**config.mk**
```make
export PLATFORM = sky130hd
export DESIGN_NAME = dqs_window_search
export DESIGN_NICKNAME = d
export VERILOG_FILES = /design/src/rtl/dqs_window_search.sv
export SDC_FILE = /design/constraint.sdc
export NUM_CORES = 1
export LEC_CHECK = 0
export BUFFER_PORTS_ARGS = -buffer_cell sky130_fd_sc_hd__buf_2
export CORE_UTILIZATION = 31
export CTS_BUF_LIST = sky130_fd_sc_hd__clkbuf_16
export DETAILED_ROUTE_END_ITERATION = 8
export SETUP_SLACK_MARGIN = 0.15
export SYNTH_ARGS = -nofsm -noshare
export SYNTH_HDL_FRONTEND = slang
export SYNTH_SLANG_ARGS = --single-unit
export TNS_END_PERCENT = 100
```
**constraint.sdc**
```tcl
create_clock -name clk -period 4.14 [get_ports clk]
set_clock_uncertainty 0.15 [all_clocks]
set_input_delay 0.414 -clock clk [delete_from_list [all_inputs] [get_ports clk]]
set_output_delay 0.414 -clock clk [all_outputs]
set_load 0.1 [all_outputs]
```
**src/rtl/dqs_window_search.sv**
```systemverilog
module dqs_window_search #(
  parameter int SHIFT_LO  = 64,
  parameter int SHIFT_HI  = 95,
  parameter int SHIFT_OFS = 32,
  parameter int DLY_LO    = 1,
  parameter int DLY_HI    = 63,
  parameter int LANES     = 9,
  parameter int NWORDS    = 64,
  parameter int NREADS    = 10,
  parameter int POLL_MAX  = 65535,
  parameter int SETTLE    = 10000,
  parameter int DW        = 32,
  parameter int SW        = 7,
  parameter int DLYW      = 7,
  parameter int AW        = $clog2(NWORDS)
) (
  input  logic                  clk,
  input  logic                  rst_n,
  input  logic                  cal_go,
  output logic                  ctrl_start,
  input  logic                  dll_lock,
  input  logic                  init_done,
  output logic [SW-1:0]         cfg_wr_shift,
  output logic [SW-1:0]         cfg_out_shift,
  output logic [LANES*DLYW-1:0] cfg_lane_dly,
  output logic                  mem_we,
  output logic                  mem_re,
  output logic [AW-1:0]         mem_addr,
  output logic [DW-1:0]         mem_wdata,
  input  logic [DW-1:0]         mem_rdata,
  output logic                  cal_done,
  output logic                  cal_err
);
  localparam int PW = $clog2(POLL_MAX + 1);
  localparam int TW = $clog2(SETTLE + 1);
  localparam int RW = $clog2(NREADS + 1);

  typedef enum logic [3:0] {S_IDLE, S_PROG, S_LOCK, S_INIT, S_SETTLE,
                            S_WR, S_RD, S_CMP, S_EVAL, S_FIN, S_DONE} st_t;

  st_t             st;
  logic [SW-1:0]   shift, bshift;
  logic [DLYW-1:0] dly, run, rstart, best, bstart, bend;
  logic [DLYW-1:0] run_n, rs_n, mid;
  logic [AW-1:0]   addr;
  logic [RW-1:0]   rep;
  logic [PW-1:0]   poll;
  logic [TW-1:0]   tmr;
  logic            pass, final_ph, start, done, err;

  function automatic logic [DW-1:0] pat(input logic [AW-1:0] a);
    logic [5:0]    i;
    logic [DW-1:0] b;
    i = 6'(a);
    case (i[5:4])
      2'd0:    b = '0;
      2'd1:    b = {(DW/8){8'hAA}};
      2'd2:    b = {(DW/8){8'hA5}};
      default: b = {(DW/16){16'hAA55}};
    endcase
    return (i[1] ^ i[3]) ? ~b : b;
  endfunction

  always_comb begin
    run_n = pass ? run + 1'b1 : '0;
    rs_n  = (pass && run == '0) ? dly : rstart;
    mid   = DLYW'(({1'b0, bstart} + {1'b0, bend}) >> 1);
  end

  always_ff @(posedge clk) begin
    if (!rst_n) begin
      st <= S_IDLE; shift <= '0; bshift <= '0; dly <= '0; run <= '0;
      rstart <= '0; best <= '0; bstart <= '0; bend <= '0; addr <= '0;
      rep <= '0; poll <= '0; tmr <= '0; pass <= 1'b0; final_ph <= 1'b0;
      start <= 1'b0; done <= 1'b0; err <= 1'b0;
    end else begin
      case (st)
        S_IDLE, S_DONE: if (cal_go) begin
          done <= 1'b0; err <= 1'b0; start <= 1'b0; best <= '0; run <= '0;
          shift <= SW'(SHIFT_LO); dly <= DLYW'(DLY_LO); final_ph <= 1'b0;
          st <= S_PROG;
        end
        S_PROG: begin start <= 1'b1; poll <= '0; st <= S_LOCK; end
        S_LOCK:
          if (dll_lock) begin poll <= '0; st <= S_INIT; end
          else if (poll == PW'(POLL_MAX - 1)) begin
            start <= 1'b0; done <= 1'b1; err <= 1'b1; st <= S_DONE;
          end else poll <= poll + 1'b1;
        S_INIT:
          if (init_done) begin tmr <= '0; st <= S_SETTLE; end
          else if (poll == PW'(POLL_MAX - 1)) begin
            start <= 1'b0; done <= 1'b1; err <= 1'b1; st <= S_DONE;
          end else poll <= poll + 1'b1;
        S_SETTLE:
          if (tmr == TW'(SETTLE - 1)) begin
            if (final_ph) begin done <= 1'b1; st <= S_DONE; end
            else begin addr <= '0; st <= S_WR; end
          end else tmr <= tmr + 1'b1;
        S_WR:
          if (addr == AW'(NWORDS - 1)) begin addr <= '0; rep <= '0; st <= S_RD; end
          else addr <= addr + 1'b1;
        S_RD: st <= S_CMP;
        S_CMP:
          if (mem_rdata != pat(addr)) begin pass <= 1'b0; st <= S_EVAL; end
          else if (rep == RW'(NREADS - 1)) begin
            rep <= '0;
            if (addr == AW'(NWORDS - 1)) begin pass <= 1'b1; st <= S_EVAL; end
            else begin addr <= addr + 1'b1; st <= S_RD; end
          end else begin rep <= rep + 1'b1; st <= S_RD; end
        S_EVAL: begin
          start  <= 1'b0;
          rstart <= rs_n;
          if (pass && run_n >= best) begin
            best <= run_n; bshift <= shift; bstart <= rs_n; bend <= dly;
          end
          if (dly == DLYW'(DLY_HI)) begin
            run <= '0; dly <= DLYW'(DLY_LO);
            if (shift == SW'(SHIFT_HI)) st <= S_FIN;
            else begin shift <= shift + 1'b1; st <= S_PROG; end
          end else begin
            run <= run_n; dly <= dly + 1'b1; st <= S_PROG;
          end
        end
        S_FIN:
          if (best == '0) begin
            shift <= '0; dly <= '0; done <= 1'b1; err <= 1'b1; st <= S_DONE;
          end else begin
            shift <= bshift; dly <= mid; final_ph <= 1'b1; st <= S_PROG;
          end
        default: st <= S_IDLE;
      endcase
    end
  end

  assign ctrl_start    = start;
  assign cfg_wr_shift  = shift;
  assign cfg_out_shift = shift + SW'(SHIFT_OFS);
  assign cfg_lane_dly  = {LANES{dly}};
  assign mem_we        = (st == S_WR);
  assign mem_re        = (st == S_RD);
  assign mem_addr      = addr;
  assign mem_wdata     = pat(addr);
  assign cal_done      = done;
  assign cal_err       = err;


  cfg_hold_chk: assert property (@(posedge clk) disable iff (!rst_n)
    (ctrl_start && $past(ctrl_start)) |-> ($stable(cfg_wr_shift) && $stable(cfg_lane_dly)));

  mem_gate_chk: assert property (@(posedge clk) disable iff (!rst_n)
    (mem_we || mem_re) |-> (ctrl_start && init_done));

  result_range_chk: assert property (@(posedge clk) disable iff (!rst_n)
    (cal_done && !cal_err) |-> (cfg_lane_dly[DLYW-1:0] >= DLYW'(DLY_LO) &&
                                cfg_lane_dly[DLYW-1:0] <= DLYW'(DLY_HI)));

  err_idle_chk: assert property (@(posedge clk) disable iff (!rst_n)
    cal_err |-> (cal_done && !ctrl_start));
endmodule

```
==> key figures, run 1 <==
Route
  • Total vias in the final route: 5916
  • DRC violation count after routing: 0
  • Ratio of routed vias to standard cells: about 5.0
  • DRT Wirelength: 15700 um
  • Post-detailed-route count of antenna-violating nets: 0
  • Initial detailed-routing violation count: 327
  • Pre-antenna DRT Iters: 5
  • Wirelength per Cell: 13.3 um

Synthesis
  • Synth warn: 0
  • Synth Cell Area: 0.00667 mm2
  • Cell type with the largest total area after synthesis: dfxtp_1
  • Synthesized area divided by synthesized cell count: between 7 and 8 um2
  • Count of flip-flops with a built-in enable after synthesis: 0
  • Syn nets: between 900 and 1000
  • Flip-flop cell with the highest count after synthesis: dfxtp_1
  • Top cell type's share of synthesized area: 0.315
  • Sequential cell area fraction in the yosys report: 0.315
  • Top area cells in the synthesized netlist: dfxtp_1 32%, buf_4 9.6%, nor2_1 5.5%, ha_1 5.3%, a21oi_1 4.6%
  • Synth Instances: 838
  • Fraction of registers with async set or reset after synthesis: 0
  • Flops & latches, synth: 105
  • Number of distinct library cell variants in the gate-level netlist after synthesis: between 50 and 60

Power
  • Leakage power figure: around 3.3 nW
  • Peak ir drop on the vdd network: 178 uV
  • PD cells: 306 mW/mm2

Clock tree
  • Clock latency on the worst-skew pair: 0.35 ns
  • Clk slew on worst S/H paths: 0.07 ns
  • Total number of clock tree sinks: 105
  • Number of buffers created by CTS: 9
  • Post-CTS setup buffer count: 0
  • Hold buffer count at cts: 0
  • # resized after CTS: 0
  • CTS tree: built
  • Maximum clock path buffer count: 2
  • Clock H-tree levels: 3
  • CTS Root Buffer Type: clkbuf_16

Worst setup path
  • Critical path data required time: 4.20 ns
  • Destination of the critical timing path: bend[3]
  • Crit path cell chain: nor2_1, nand2_1, a211oi_1, a21o_1, buf_4, mux2i_1, nor2_1
  • Crit path max fanout: 25
  • Register-to-register path setup slack: 1.00 ns
  • Critical path class: register to register
  • Most numerous cell on the critical path: nor2_1
  • Number of cell instances on the worst register-to-register path: 7
  • Type of destination of the critical path: register
  • Type of element launching the critical path: register
  • Crit-path slowest cell: nor2_1
  • Worst R2R End: bend[3]
  • Startpoint of the most critical setup path: st[0]
  • Launching point of the worst reg2reg path: st[0]
  • Delay contributed by the slowest stage of the critical path: 0.51 ns
  • Critical path data arrival time: 3.20 ns

Timing
  • Hold violation count in the final report: 0
  • Portion of the clock cycle consumed by the worst path in the final layout: 0.758
  • F_max: 319 MHz
  • Worst-case headroom to the max-slew limit: 0.471
  • Finish-stage setup viols: 0
  • Clock period minus worst slack: 3.14 ns
  • Unrepaired setup endpoints after global routing: false
  • Smallest setup slack after layout: 1.00 ns
  • Total count of max-transition violations in the final report: 0
  • Slew at the pin closest to its max-slew limit: ~0.79 ns
  • Setup TNS: 0 ns

Global routing
  • Wire length of the first global-routing pass: 25600 um
  • Tot GR Track Use: 0.142
  • Initial antenna violation count: 0
  • Pin count of the biggest net entering global routing: 64
  • Via count of the first global-routing pass: 5251
  • Overflow left after global routing: 0

Cells and area
  • Commonest non-fill, non-tap cell in the layout: buf_2
  • Area growth syn-to-layout: 11.3%
  • Final antenna diode count: 0
  • Share of final-layout standard cells stronger than drive strength 1: 0.214
  • Final nets: 966
  • Commonest non-fill, non-tap cells in the layout: 156 x buf_2, 105 x dfxtp_1, 98 x nor2_1

Outcome
  • Result of the run: completed

Hold path
  • Worst min-delay path category: register to register
  • Worst min-delay path startpoint: bshift[5]

Placement
  • Routability cong.: 0.835
  • Post-place setup slack: 1.03 ns
  • Post-detailed-placement half-perimeter wirelength: 11300 um
  • Number of port buffers: 156

Floorplan
  • Width of the die: 149 um
  • Total Die Area: between 0.02 and 0.025 mm2
  • Initial Utilization: 0.316
  • Number of placed I/O pins: 157
  • Die span in y: approximately 150 um
  • Rows: 53
  • Area of the core: 0.0211 mm2

Job
  • Max_cap viols: 0
[stage by stage]
stage          hold WS (ns)  power (mW)  utilization  area [um2]  cells
4_1_cts               0.308        2.30        0.352        7430   1180
3_5_place_dp          0.298        1.45        0.339        7140   1164
6_report              0.305        2.27        0.352        7430   1180
3_3_place_gp          0.293        1.45        0.339        7140   1164
5_1_grt               0.331        2.37        0.352        7430   1180
2_1_floorplan         0.286        1.38            -        6690    838
[kinds of logic (layout without fill, tap and decap cells)]
kind of cell	after synthesis	count (layout)	share of synthesized area
flip-flops	105	105	0.315
buffers and inverters	150	217	0.132
adder cells (fa/ha/maj)	29	29	0.0555
multiplexers	29	29	0.0435
AND/OR/NAND/NOR	314	314	0.233
AO/OA/AOI/OAI	164	164	0.154
XOR/XNOR	47	47	0.0668
[critical path, delay by kind of cell (launching register included)]
family                 cells  cell delay [ns]
muxes                      1             0.25
and+or+nand+nor            3             1.03
AOI/OAI and AO/OA          2             0.70
DFF                        1             0.49
buffers and inverters      1             0.37
[metal layers]
layer | track usage | part of all wire | up-vias
met2 | 0.243 | 0.47 | 198
met4 | 0.0392 | 0.011 | 0
li1 | - | - | 2975
met1 | 0.179 | 0.46 | 2728
met5 | 0 | 0 | -
met3 | 0.0301 | 0.057 | 15
[final cells by class]
class,instances,area (um2)
Clock buffer,9,225
Clock inverter,7,61.3
Fill cell,2246,13700
Inverter,35,131
Multi-Input combinational cell,583,3710
Sequential cell,105,2100
Tap cell,275,344
Timing Repair Buffer,166,856
[synth_stat cells (2+ instances only)]
cell type / number
nand2_1: 72
ha_1: 28
nor2_1: 98
nand3_1: 35
a22oi_1: 9
o22ai_1: 2
dfxtp_1: 105
nand3b_1: 5
xnor2_1: 15
and4_1: 9
nor4_1: 4
nand2b_1: 4
and3_1: 9
o21bai_1: 4
nand4_1: 16
or3_1: 6
and2_1: 15
a31oi_1: 5
a211oi_1: 14
o31ai_1: 6
mux2i_1: 29
nor3_1: 13
buf_1: 4
o21ai_0: 28
or2_2: 4
buf_4: 85
a221oi_1: 5
or4_1: 12
o211ai_1: 7
nand4b_1: 2
o21ai_1: 3
o311a_1: 2
xor2_1: 29
a21oi_1: 61
a21o_1: 7
clkbuf_1: 26
inv_1: 34
nor2b_1: 5
[power breakdown]
| part | total, mW | switching, mW | internal (mW) |
|---|---|---|---|
| clock network | 0.847 | 0.384 | 0.463 |
| logic | 0.373 | 0.292 | 0.0814 |
| registers | 1.05 | 0.0274 | 1.03 |
| total | 2.27 | 0.703 | 1.57 |
[sequential cells by signal, summed over array words and instances, names as in the netlist, 4 cells and up]
signal,flops
bshift,7
st,4
rstart,7
bend,7
poll,16
rep,4
dly,7
mem_addr,6
bstart,7
tmr,14
cfg_wr_shift,7
run,7
best,7
[worst min-delay path by stage]
| stage | slack [ns] | end | cells after the start |
|---|---|---|---|
| after floorplan | 0.29 | bshift[1] | 2 |
| after global placement | 0.29 | bshift[5] | 2 |
| after detailed placement | 0.30 | bshift[5] | 2 |
| after CTS | 0.31 | bshift[5] | 2 |
| after global routing | 0.33 | bshift[5] | 2 |
| final | 0.31 | bshift[5] | 2 |
Note: power is estimated with default switching activity, not from simulation.
==> run 2: changes to the inputs <==
- clock period: 4.14 -> 2.9 ns (I/O delays scaled with it)
==> run 2 against run 1 <==
Wire length grew 6.6%; critical path depth grew 1; critical endpoint is now mem_addr[2]; final area grew 4.8%; global-route usage grew 0.55 points; clock power grew 35%; die area is the same; via count grew 2.7%; flip-flop and latch count is the same; core utilization grew 1.7 points; setup slack lost 0.75 ns; total power grew 41%.
==> key figures, run 2 (same netlist as run 1, synthesis figures left out) <==
Outcome
  • Result of the run: completed

Global routing
  • Via count of the first global-routing pass: 5361
  • Tot GR Track Use: 0.148
  • Overflow left after global routing: 0
  • Wire length of the first global-routing pass: 26000 um
  • Pin count of the biggest net entering global routing: 64
  • Initial antenna violation count: 1

Route
  • DRC violation count after routing: 0
  • DRT Wirelength: 16800 um
  • Pre-antenna DRT Iters: 5
  • Post-detailed-route count of antenna-violating nets: 0
  • Ratio of routed vias to standard cells: 5.05
  • Initial detailed-routing violation count: 340
  • Total vias in the final route: around 6000
  • Wirelength per Cell: 13.9 um

Worst setup path
  • Worst R2R End: mem_addr[2]
  • Type of element launching the critical path: register
  • Critical path class: register to register
  • Critical path data required time: a little over 3 ns
  • Crit path max fanout: 9
  • Destination of the critical timing path: mem_addr[2]
  • Number of cell instances on the worst register-to-register path: 8
  • Type of destination of the critical path: register
  • Register-to-register path setup slack: 0.25 ns
  • Critical path data arrival time: 2.77 ns
  • Startpoint of the most critical setup path: mem_addr[3]
  • Launching point of the worst reg2reg path: mem_addr[3]

Cells and area
  • Layout fillers: around 2200
  • Final antenna diode count: 0
  • Largest Register: poll
  • Flip-flop count of the largest register, all copies and words added: 16
  • Commonest non-fill, non-tap cells in the layout: 156 x buf_2, 97 x nor2_1, 96 x dfxtp_1
  • Share of final-layout standard cells stronger than drive strength 1: 0.267
  • Commonest non-fill, non-tap cell in the layout: buf_2
  • Final nets: ~1000
  • Number of cells in the finished layout apart from fillers: about 1200
  • Summed area of non-filler cells in the final layout: 0.00778 mm2
  • Largest regs: poll: 16 flops, tmr: 14 flops
  • Area growth syn-to-layout: 16.7%

Power
  • Peak ir drop on the vdd network: ~280 uV
  • PD cells: approximately 410 mW/mm2
  • Overall power: roughly 3.2 mW
  • Leakage power figure: around 3.5 nW

Clock tree
  • Clock H-tree levels: 3
  • Clk slew on worst S/H paths: around 0.070 ns
  • Hold buffer count at cts: 0
  • Total number of clock tree sinks: about 110
  • Maximum clock path buffer count: 2
  • CTS tree: built
  • Number of buffers created by CTS: 9
  • Clock latency on the worst-skew pair: 0.36 ns
  • CTS Root Buffer Type: clkbuf_16

Timing
  • Total count of max-transition violations in the final report: 0
  • Clock period minus worst slack: 2.65 ns
  • Slew at the pin closest to its max-slew limit: 0.728 ns
  • F_max: 377 MHz
  • Hold violation count in the final report: 0
  • Smallest setup slack after layout: approximately 0.25 ns
  • Worst-case headroom to the max-slew limit: 0.515
  • Unrepaired setup endpoints after global routing: false
  • Finish-stage setup viols: 0
  • Portion of the clock cycle consumed by the worst path in the final layout: 0.914
  • Setup TNS: 0 ns

Placement
  • Routability cong.: 0.876
  • Number of port buffers: 156
  • Post-detailed-placement half-perimeter wirelength: 12000 um
  • Total placed instance area: 0.00734 mm2
  • Post-place setup slack: roughly 0.15 ns
  • Placed Cells incl. Taps: around 1200

Hold path
  • Worst min-delay path startpoint: init_done
  • Worst min-delay path category: primary input to register

Floorplan
  • Width of the die: 149 um
  • Total Die Area: between 0.02 and 0.025 mm2
  • Initial Utilization: 0.316
  • Die span in y: roughly 150 um
  • Area of the core: 0.0211 mm2
  • Rows: 53
  • Number of placed I/O pins: 157

Job
  • Max_cap viols: 0
[run 2: changes by cell type in the layout (fill, tap and decap cells not counted), sizes merged]
| cell | previous run | this run |
|---|---|---|
| buf | 166 | 189 |
| bufinv | 1 | 0 |
| clkbuf | 9 | 10 |
| inv | 35 | 36 |
[run 2: area by class of cell]
type / count / area [um2] / area share
multi-input combinational: 583 / 3840 / 0.493
inverter: 35 / 131 / 0.0169
sequential: 105 / 2120 / 0.273
clock buffer: 9 / 225 / 0.0289
tap: 275 / 344 / 0.0442
clock inverter: 7 / 38.8 / 0.00498
timing repair buffer: 190 / 1080 / 0.139
[run 2: critical path, cell delays in order, from the launching register on]
cell and delay [ns]:
dfxtp_4 0.38, xnor2_4 0.18, buf_12 0.18, xor2_2 0.20, mux2i_2 0.29, and4_2 0.31, a31oi_4 0.13, or4b_1 0.49
o31ai_1 0.25
[run 2: routing by layer]
metal  vias to the layer above  global-route usage  part of all wire
li1                       3029                   -                 -
met1                      2788               0.179              0.45
met2                       231               0.255              0.47
met3                        26              0.0359             0.066
met4                         2              0.0495             0.016
met5                         -                   0           0.00078
[run 2: what timing repair did]
action / 4_1_cts / 5_1_grt
gates resized for setup: 1 / 27
setup endpoints to repair: 1 / 32
gates cloned: 0 / 1
endpoints found under the hold margin: 0 / 0
pin swaps: 0 / 11
setup buffers: 0 / 5
[run 2: how the worst min path moves through the flow]
| stage | end | slack (ns) | cells after the start |
|---|---|---|---|
| 4_1_cts | st[0] | 0.23 | 5 |
| 3_5_place_dp | bshift[5] | 0.30 | 2 |
| 3_3_place_gp | bshift[5] | 0.30 | 2 |
| 6_report | st[0] | 0.24 | 5 |
| 2_1_floorplan | bshift[1] | 0.29 | 2 |
| 5_1_grt | st[0] | 0.27 | 5 |
[run 2: metrics by stage]
stage	utilization	hold WS (ns)
after global placement	0.348	0.296
after CTS	0.361	0.233
after global routing	0.369	0.267
final	0.369	0.245
after detailed placement	0.348	0.301
after floorplan	-	0.286
[run 2: report_power, final]
part,switching [mW],internal (mW),total [mW]
Clock,0.571,0.574,1.14
Combinational,0.430,0.128,0.558
Sequential,0.0378,1.46,1.50
Total,1.04,2.16,3.20
